$ cat config.mk
export PLATFORM = sky130hd
export DESIGN_NAME = nand_dcdl_ctrl
export DESIGN_NICKNAME = d
export VERILOG_FILES = /design/src/rtl/dlenc_pkg.sv /design/src/rtl/dlenc_dereg.sv /design/src/rtl/dlenc_decode.sv /design/src/rtl/dlenc_seq.sv /design/src/rtl/nand_dcdl_ctrl.sv
export SDC_FILE = /design/constraint.sdc
export NUM_CORES = 1
export LEC_CHECK = 0
export BUFFER_PORTS_ARGS = -buffer_cell sky130_fd_sc_hd__buf_2
export CORE_UTILIZATION = 30
export DETAILED_ROUTE_END_ITERATION = 10
export PLACE_DENSITY = 0.5
export SLEW_MARGIN = 30
export SYNTH_ARGS = -nofsm -noshare
export SYNTH_HDL_FRONTEND = slang
export SYNTH_SLANG_ARGS = --single-unit
$ cat constraint.sdc
create_clock -name clk -period 6.3 [get_ports clk]
set_input_delay 0.63 -clock clk [delete_from_list [all_inputs] [get_ports clk]]
set_output_delay 0.63 -clock clk [all_outputs]
set_load 0.1 [all_outputs]
$ cat src/rtl/dlenc_pkg.sv
package dlenc_pkg;

    typedef enum logic [1:0] {
        SEQ_IDLE = 2'd0,
        SEQ_RISE = 2'd1,
        SEQ_FALL = 2'd2
    } seq_state_e;

endpackage

$ cat src/rtl/dlenc_dereg.sv
// Register that captures d on every clock edge: a rising-edge half and a
// falling-edge half whose XOR forms the visible value.
module dlenc_dereg #(
    parameter int              W    = 1,
    parameter logic [W-1:0]    INIT = '0
) (
    input  logic         clk,
    input  logic         rst,
    input  logic [W-1:0] d,
    output logic [W-1:0] q
);

    logic [W-1:0] rise_half;
    logic [W-1:0] fall_half;

    always_ff @(posedge clk or posedge rst) begin
        if (rst) begin
            rise_half <= '0;
        end else begin
            rise_half <= d ^ fall_half ^ INIT;
        end
    end

    always_ff @(negedge clk or posedge rst) begin
        if (rst) begin
            fall_half <= '0;
        end else begin
            fall_half <= d ^ rise_half ^ INIT;
        end
    end

    assign q = rise_half ^ fall_half ^ INIT;

endmodule

$ cat src/rtl/dlenc_decode.sv
// Maps a delay code onto target S and T vectors: turn at the code, post-turn
// just after it, pass everywhere else.
module dlenc_decode #(
    parameter int N_ELEM = 8,
    parameter int CW     = $clog2(N_ELEM)
) (
    input  logic [CW-1:0]     code_i,
    output logic [N_ELEM-1:0] s_o,
    output logic [N_ELEM-1:0] t_o
);

    for (genvar i = 0; i < N_ELEM; i++) begin : g_elem
        if (i == 0) begin : g_head
            assign s_o[i] = (code_i == CW'(0));
            assign t_o[i] = 1'b1;
        end else begin : g_body
            logic is_turn;
            logic is_post;
            assign is_turn = (code_i == CW'(i));
            assign is_post = (code_i == CW'(i - 1));
            assign s_o[i]  = is_turn | is_post;
            assign t_o[i]  = ~is_post;
        end
    end

endmodule

$ cat src/rtl/dlenc_seq.sv
// Staging sequencer: accept -> raise -> settle, stepped on both clock edges.
module dlenc_seq
    import dlenc_pkg::*;
(
    input  logic clk,
    input  logic rst,
    input  logic load_i,
    output logic busy_o,
    output logic t_we_o,
    output logic s_rise_o,
    output logic s_fall_o,
    output logic use_stored_o
);

    seq_state_e state;
    seq_state_e state_nx;
    logic [1:0] state_raw;

    // state register (dual-edge)
    dlenc_dereg #(.W(2), .INIT(2'(SEQ_IDLE))) u_state_reg (
        .clk (clk),
        .rst (rst),
        .d   (2'(state_nx)),
        .q   (state_raw)
    );

    assign state = seq_state_e'(state_raw);

    always_comb begin
        unique case (state)
            SEQ_IDLE: state_nx = load_i ? SEQ_RISE : SEQ_IDLE;
            SEQ_RISE: state_nx = SEQ_FALL;
            SEQ_FALL: state_nx = SEQ_IDLE;
            default:  state_nx = SEQ_IDLE;
        endcase
    end

    always_comb begin
        busy_o       = 1'b0;
        t_we_o       = 1'b0;
        s_rise_o     = 1'b0;
        s_fall_o     = 1'b0;
        use_stored_o = 1'b1;
        unique case (state)
            SEQ_IDLE: begin
                t_we_o       = load_i;
                use_stored_o = 1'b0;
            end
            SEQ_RISE: begin
                busy_o   = 1'b1;
                s_rise_o = 1'b1;
            end
            SEQ_FALL: begin
                busy_o   = 1'b1;
                s_fall_o = 1'b1;
            end
            default: begin
                busy_o = 1'b0;
            end
        endcase
    end

endmodule

$ cat src/rtl/nand_dcdl_ctrl.sv
module nand_dcdl_ctrl #(
    parameter int N_ELEM = 8,
    parameter int CW     = $clog2(N_ELEM)
) (
    input  logic              clk,
    input  logic              rst,
    input  logic [CW-1:0]     dly_code,
    input  logic              dly_load,
    output logic [N_ELEM-1:0] ctl_s,
    output logic [N_ELEM-1:0] ctl_t,
    output logic              busy
);

    localparam int                CODE_MAX = N_ELEM - 2;
    localparam logic [N_ELEM-1:0] S_RESET  = N_ELEM'(3);
    localparam logic [N_ELEM-1:0] T_RESET  = ~N_ELEM'(2);

    logic              t_we;
    logic              s_rise;
    logic              s_fall;
    logic              use_stored;
    logic [CW-1:0]     code_sat;
    logic [CW-1:0]     code_q;
    logic [CW-1:0]     code_d;
    logic [CW-1:0]     dec_code;
    logic [N_ELEM-1:0] dec_s;
    logic [N_ELEM-1:0] dec_t;
    logic [N_ELEM-1:0] s_d;
    logic [N_ELEM-1:0] t_d;

    assign code_sat = (dly_code > CW'(CODE_MAX)) ? CW'(CODE_MAX) : dly_code;

    dlenc_seq u_seq (
        .clk          (clk),
        .rst          (rst),
        .load_i       (dly_load),
        .busy_o       (busy),
        .t_we_o       (t_we),
        .s_rise_o     (s_rise),
        .s_fall_o     (s_fall),
        .use_stored_o (use_stored)
    );

    // one decoder: incoming code while idle, stored target while staging
    assign dec_code = use_stored ? code_q : code_sat;

    dlenc_decode #(.N_ELEM(N_ELEM), .CW(CW)) u_decode (
        .code_i (dec_code),
        .s_o    (dec_s),
        .t_o    (dec_t)
    );

    assign code_d = t_we ? code_sat : code_q;
    assign t_d    = t_we ? dec_t : ctl_t;

    always_comb begin
        s_d = ctl_s;
        if (s_rise) begin
            s_d = ctl_s | dec_s;
        end else if (s_fall) begin
            s_d = dec_s;
        end
    end

    dlenc_dereg #(.W(CW), .INIT('0)) u_code_reg (
        .clk (clk), .rst (rst), .d (code_d), .q (code_q)
    );

    dlenc_dereg #(.W(N_ELEM), .INIT(T_RESET)) u_t_reg (
        .clk (clk), .rst (rst), .d (t_d), .q (ctl_t)
    );

    dlenc_dereg #(.W(N_ELEM), .INIT(S_RESET)) u_s_reg (
        .clk (clk), .rst (rst), .d (s_d), .q (ctl_s)
    );

endmodule

## Yosys cells after proc, flatten, opt, wreduce, memory -nomap -nowiden

Index checks and enable logic that the tools add are counted.

- Bits in registers: 42
- Input port bits: 6
- Output and inout port bits: 17
- Logic and storage cells: 66

- Reductions and logical operators: 3
- Order comparisons: 1
- Bitwise operators: 33
- Muxes and demuxes: 12
- Equality and inequality tests: 9

Operators by type and width:

| kind | number |
|---|---|
| bitwise XOR 8 bit | 6 |
| two-way mux 8 bit | 3 |
| inverter 7 bit | 3 |
| equality test 3 bit, second input constant | 4 |
| two-way mux 3 bit | 3 |
| bitwise XOR 3 bit | 3 |
| bitwise OR 8 bit | 1 |
| inverter 1 bit | 7 |
| bitwise OR 1 bit | 7 |
| equality test 3 x 2 -> 1 bit, second input constant | 2 |
| inverter 2 bit | 3 |
| bitwise XOR 2 bit | 3 |
| two-way mux 1 bit | 5 |
| one-hot mux 2 bit (2 select lines) | 1 |
| equality test 3 x 1 -> 1 bit, second input constant | 1 |
| greater-than comparator 3 bit, second input constant | 1 |
| logical NOT 3 bit | 1 |
| equality test 2 x 1 -> 1 bit, second input constant | 1 |
| equality test 2 bit, second input constant | 1 |
| logical NOT 2 bit | 1 |
| OR reduction 2 bit | 1 |

## Logic depth before layout (Yosys ltp)

Gate-level depths: netlist (run 1).

- Depth after elaboration: 9
- Mapped depth: 9
- Depth with buffers taken out: 8

## Hierarchy

A second synthesis (run 1) with hierarchy kept.

- Cells, all modules: 176
- Area total of the unflattened synthesis: 2172.1 um^2

Modules (own cells, without submodules):

| module | cells each | times used | area an instance (um^2) |
|---|---|---|---|
| dlenc_dereg (u_s_reg ...) | 41 | 2 | 614.3 |
| nand_dcdl_ctrl | 40 | 1 | 365.4 |
| dlenc_dereg (u_code_reg) | 16 | 1 | 232.7 |
| dlenc_dereg (u_seq.u_state_reg) | 11 | 1 | 156.4 |
| dlenc_decode | 20 | 1 | 133.9 |
| dlenc_seq | 7 | 1 | 55.1 |

==> run summary, run 1 <==
#FFs+latches synth = 42
DRT Pass-1 Iters = 4
Drt via density = 4.68
Number of buffers added for setup after CTS = 0
Worst-Skew Late Latency = 300 ps
Final wirelength = 4470 um
ANT cells = 0
Final setup vio count = 0
Starting DRT DRC Count = 93
Arr. time, crit path = 6060 ps
CTS tree = yes
Die Area = 8330 um2
Die H = 91.3 um
Post-synthesis net count = 255
Total Routing Usage GR = 11.7%
IO Pins = 23
Sum Neg Setup Slack = 0 ps
Tightest Pin Transition = 707 ps
Syn avg cell area = 9.71 um2
RSZ-0062 raised after global routing = false
Area grow syn2layout = 13.7%
First-pass GRT wire length = 7710 um
Initial core utilization = 30.9%
Reg-to-reg startpoint = u_seq.u_state_reg.fall_half[0]$_DFF_NP0_
Vias in the first global route = 1616
Hold Crit Start = u_seq.u_state_reg.fall_half[1]$_DFF_NP0_
MaxCap Viol Count = 0
Max clock buf depth = 2
NumNets Final = 276
Fin. Hold Viols = 0
Clk slew on worst S/H paths = 70 ps
HPWL after DPL = 3150 um
Routed Antenna Nets = 0
Worst rel slew slack = 52.5%
Post-DR wirelength/cell = 12.1 um
Final Slew Violations = 0
CTS sink count = 42
Worst min-delay path category = reg -> reg
Total global routing overflow = 0
Vias = 1732
Largest net degree at the start of global routing = 43
CTS H-tree depth = 2
Most frequent cells in the layout = nand2_1 (34), xnor2_1 (26), o21ai_0 (22), buf_2 (22)
CTS Buf Count = 5
DR DRC count = 0
Rows = 32
Worst setup SP type = register
Mapped Cells = 246
Final GP Congestion = 0.734
Setup Skew = 14.8 ps
Commonest non-fill, non-tap cell in the layout = nand2_1
I/O Buffers = 22
CP Capture Type = register
Synthesis warning total = 0
Peak fanout along the critical path = 11
Share of cells above drive strength 1 = 16.0%
Core ar. = 7730 um2
Hold-fix buffers, CTS = 0
Root Driver = clkbuf_8
Setup CP Type = reg -> reg
Post-Syn Area = 2390 um2
Number of distinct library cells after synthesis = 42
Critical path required time = 6480 ps
Initial antenna violation count = 0
Crit path launch = u_seq.u_state_reg.fall_half[0]$_DFF_NP0_
Status = complete, no violations
Die Width = 91.3 um
Post-CTS Resized = 0
Sequential area share after synthesis = 44.0%
[flip-flops by register name, summed over array words and instances (netlist names), named ones only]
signal	cells
u_t_reg.fall_half	7
u_seq.u_state_reg.fall_half	2
u_seq.u_state_reg.rise_half	2
u_code_reg.fall_half	3
u_code_reg.rise_half	3
u_s_reg.rise_half	8
u_t_reg.rise_half	7
u_s_reg.fall_half	8
[worst max-delay path, stage by stage (launching register included)]
cell	delay, ps
dfrtn_1	440
xor2_1	350
inv_1	120
ha_1	370
o31ai_1	680
nand3_1	330
mux2i_1	230
nand2_1	70
[Yosys cell counts, drive strengths merged]
library cell	n	area [um2]
a2111o	1	11.3
a2111oi	1	27.5
a211o	3	26.3
a211oi	2	15.0
a21boi	1	11.3
a21oi	8	40.0
a221oi	2	17.5
a22oi	1	7.51
a2bb2oi	2	17.5
a31o	1	8.76
a31oi	4	25.0
and2b	1	7.51
buf	3	21.3
clkbuf	8	30.0
dfrtn	21	526
dfrtp	21	526
ha	3	37.5
inv	4	15.0
mux2	6	71.3
mux2i	6	60.1
nand2	34	128
nand2b	3	18.8
nand3	12	60.1
nor2	15	56.3
nor2b	1	6.26
nor3	5	46.3
nor4b	1	8.76
o211ai	3	22.5
o21ai	23	115
o21bai	2	15.0
o31ai	1	7.51
or2	1	6.26
or3	2	12.5
or3b	1	8.76
xnor2	26	228
xor2	17	149
[final timing paths]
check | to | slack [ps] | cells past startpoint
max in group asynchronous | async pin | 2400 | 3
max | u_s_reg.rise_half[0]$_DFF_PP0_ | 420 | 7
min in group asynchronous | u_t_reg.rise_half[4]$_DFF_PP0_ | 450 | 3
max reg2reg | u_s_reg.rise_half[0]$_DFF_PP0_ | 420 | 7
min reg2reg | u_seq.u_state_reg.fall_half[1]$_DFF_NP0_ | 420 | 1
min | u_seq.u_state_reg.fall_half[1]$_DFF_NP0_ | 420 | 1
[cell families after synthesis]
group,synth area share (%)
buffers and inverters,2.77
AO/OA/AOI/OAI,15.4
multiplexers,5.50
XOR/XNOR,15.8
adder cells (fa/ha/maj),1.57
AND/OR/NAND/NOR,15.0
flip-flops,44.0
[per-layer routing]
layer	vias to the layer above	global-route usage, %	share of wire, %
met5	-	0	0
met4	0	5.56	1.8
met3	7	2.01	2.6
met2	20	18.6	44
met1	815	15.3	51
li1	890	-	-
[metrics by stage]
| stage | util, % | setup slack, ps | cells | instance area (um2) | hold WS, ps |
|---|---|---|---|---|---|
| 5_1_grt | 35.2 | 129 | 370 | 2720 | 444 |
| 4_1_cts | 35.2 | 440 | 370 | 2720 | 429 |
| 6_report | 35.2 | 420 | 370 | 2720 | 418 |
| 3_3_place_gp | 33.8 | 518 | 362 | 2610 | 434 |
| 2_1_floorplan | - | 572 | 246 | 2390 | 397 |
| 3_5_place_dp | 33.8 | 432 | 362 | 2610 | 428 |
[final cells by class]
| class | instances | area [um2] |
|---|---|---|
| clock buffer | 7 | 76.3 |
| clock inverter | 1 | 30.0 |
| fill | 788 | 5010 |
| inverter | 4 | 15.0 |
| multi-input combinational | 189 | 1270 |
| sequential | 42 | 1050 |
| tap | 102 | 128 |
| timing repair buffer | 25 | 145 |
Power of run 1 is not shown: default switching activity piles up to over one toggle a cycle in this logic, so the estimate is an artifact.
==> run 2: changes to the inputs <==
--- a/config.mk
+++ b/config.mk
@@ -6,9 +6,10 @@
 export NUM_CORES = 1
 export LEC_CHECK = 0
 export BUFFER_PORTS_ARGS = -buffer_cell sky130_fd_sc_hd__buf_2
-export CORE_UTILIZATION = 30
+export CORE_MARGIN = 3
+export CORE_UTILIZATION = 55
 export DETAILED_ROUTE_END_ITERATION = 10
-export PLACE_DENSITY = 0.5
+export PLACE_DENSITY = 0.79
 export SLEW_MARGIN = 30
 export SYNTH_ARGS = -nofsm -noshare
 export SYNTH_HDL_FRONTEND = slang
==> run summary, run 2 (synthesis results as in run 1) <==
RSZ-0062 raised after global routing = false
Hold-fix buffers, CTS = 0 (unchanged)
HPWL after DPL = 3120 um (-0.97%)
DRT Pass-1 Iters = 4 (unchanged)
Footprint of the multi-input gates = 1270 um2 (unchanged)
First-pass GRT wire length = 7350 um (-4.7%)
Sum Neg Setup Slack = 0 ps (unchanged)
Peak fanout along the critical path = 11 (unchanged)
Post-CTS Resized = 0 (unchanged)
I/O Buffers = 22 (unchanged)
Final worst slack = 479 ps (+59.3 ps)
CTS Buf Count = 5 (unchanged)
Post-layout util = 65.0% (+30 points)
Final GP Congestion = 0.797 (+8.6%)
Max clock buf depth = 2 (unchanged)
Final wirelength = 4180 um (-6.5%)
Number of buffers added for setup after CTS = 0 (unchanged)
MaxCap Viol Count = 0 (unchanged)
Hold WS = 322 ps (-96.0 ps)
Initial antenna violation count = 0 (unchanged)
Initial core utilization = 58.5% (+28 points)
Final Slew Violations = 0 (unchanged)
DR DRC count = 0 (unchanged)
Status = complete, no violations
FF/Latch Area = 1050 um2 (unchanged)
Total global routing overflow = 0 (unchanged)
Final setup vio count = 0 (unchanged)
Setup Skew = 11.3 ps (-3.48 ps)
NumNets Final = 279 (+1.1%)
ANT cells = 0 (unchanged)
CTS sink count = 42 (unchanged)
Share of cells above drive strength 1 = 17.0% (+0.93 points)
Root Driver = clkbuf_8
IO Pins = 23 (unchanged)
Fill cell count = 333 (-58%)
Commonest non-fill, non-tap cell in the layout = nand2_1
Largest net degree at the start of global routing = 45 (+4.7%)
Routed Antenna Nets = 0 (unchanged)
Most frequent cells in the layout = nand2_1 (34), xnor2_1 (26), o21ai_0 (22), buf_2 (22)
Fin. Hold Viols = 0 (unchanged)
Critical path required time = 6520 ps (+40 ps)
Die H = 71.9 um (-21%)
Starting DRT DRC Count = 84 (-9.7%)
Worst min-delay path category = in -> async
Vias in the first global route = 1610 (-0.37%)
Die Width = 71.9 um (-21%)
Biggest regs = u_s_reg.fall_half x8, u_s_reg.rise_half x8
Rows = 23 (-28%)
Setup CP Type = reg -> reg
CTS tree = yes
Clk slew on worst S/H paths = 80 ps (about the same)
Worst setup SP type = register
Post-DR wirelength/cell = 13.0 um (+7.7%)
Drt via density = 5.42 (+16%)
CTS H-tree depth = 2 (unchanged)
Total Routing Usage GR = 17.8% (+6.2 points)
Dpl ws = 512 ps (+79.3 ps)
Tightest Pin Transition = 583 ps (-124 ps)
Die Area = 5170 um2 (-38%)
Core ar. = 4090 um2 (-47%)
Arr. time, crit path = 6040 ps (-20 ps)
CP Capture Type = register
Vias = 1739 (+0.40%)
Worst rel slew slack = 61.2% (+8.7 points)
Area grow syn2layout = 11.2%
Worst-Skew Late Latency = 290 ps (about the same)
==> run 2: critical path, stage by stage (launching register included) <==
cell,delay (ps)
dfrtn_1,440
xor2_1,360
inv_1,120
ha_1,380
mux2_4,420
a2111oi_4,450
mux2_1,360
o21ai_1,70
==> run 2: metrics by stage <==
step,cells,area (um2)
2_1_floorplan,246,2390
3_3_place_gp,313,2560
3_5_place_dp,313,2560
4_1_cts,321,2660
5_1_grt,321,2660
6_report,321,2660
==> run 2: area by class of cell <==
class,instances,area share (%)
clock buffer,8,3.81
inverter,4,0.565
multi-input combinational,189,47.9
sequential,42,39.5
tap,50,2.35
timing repair buffer,28,5.84
==> run 2: final timing paths <==
check | slack, ps | to | start | cells after the start
min | 320 | u_t_reg.rise_half[1]$_DFF_PP0_ | rst | 2
min reg2reg | 420 | u_seq.u_state_reg.fall_half[1]$_DFF_NP0_ | u_seq.u_state_reg.fall_half[1]$_DFF_NP0_ | 1
max | 480 | u_s_reg.rise_half[2]$_DFF_PP0_ | u_seq.u_state_reg.fall_half[0]$_DFF_NP0_ | 7
max reg2reg | 480 | u_s_reg.rise_half[2]$_DFF_PP0_ | u_seq.u_state_reg.fall_half[0]$_DFF_NP0_ | 7
max in group asynchronous | 2230 | u_s_reg.fall_half[0]$_DFF_NP0_ | rst | 4
min in group clk | 420 | u_seq.u_state_reg.fall_half[1]$_DFF_NP0_ | u_seq.u_state_reg.fall_half[1]$_DFF_NP0_ | 1
==> run 2: routing by layer <==
| metal | up-vias | global-route usage [%] | routed length [um] |
|---|---|---|---|
| li1 | 898 | - | - |
| met1 | 815 | 24.5 | 2100 |
| met4 | 0 | 6.68 | 63 |
| met5 | - | 0 | 0 |
| met3 | 7 | 4.16 | 126 |
| met2 | 19 | 27.7 | 1890 |
Power of run 2 is left out for the same reason.
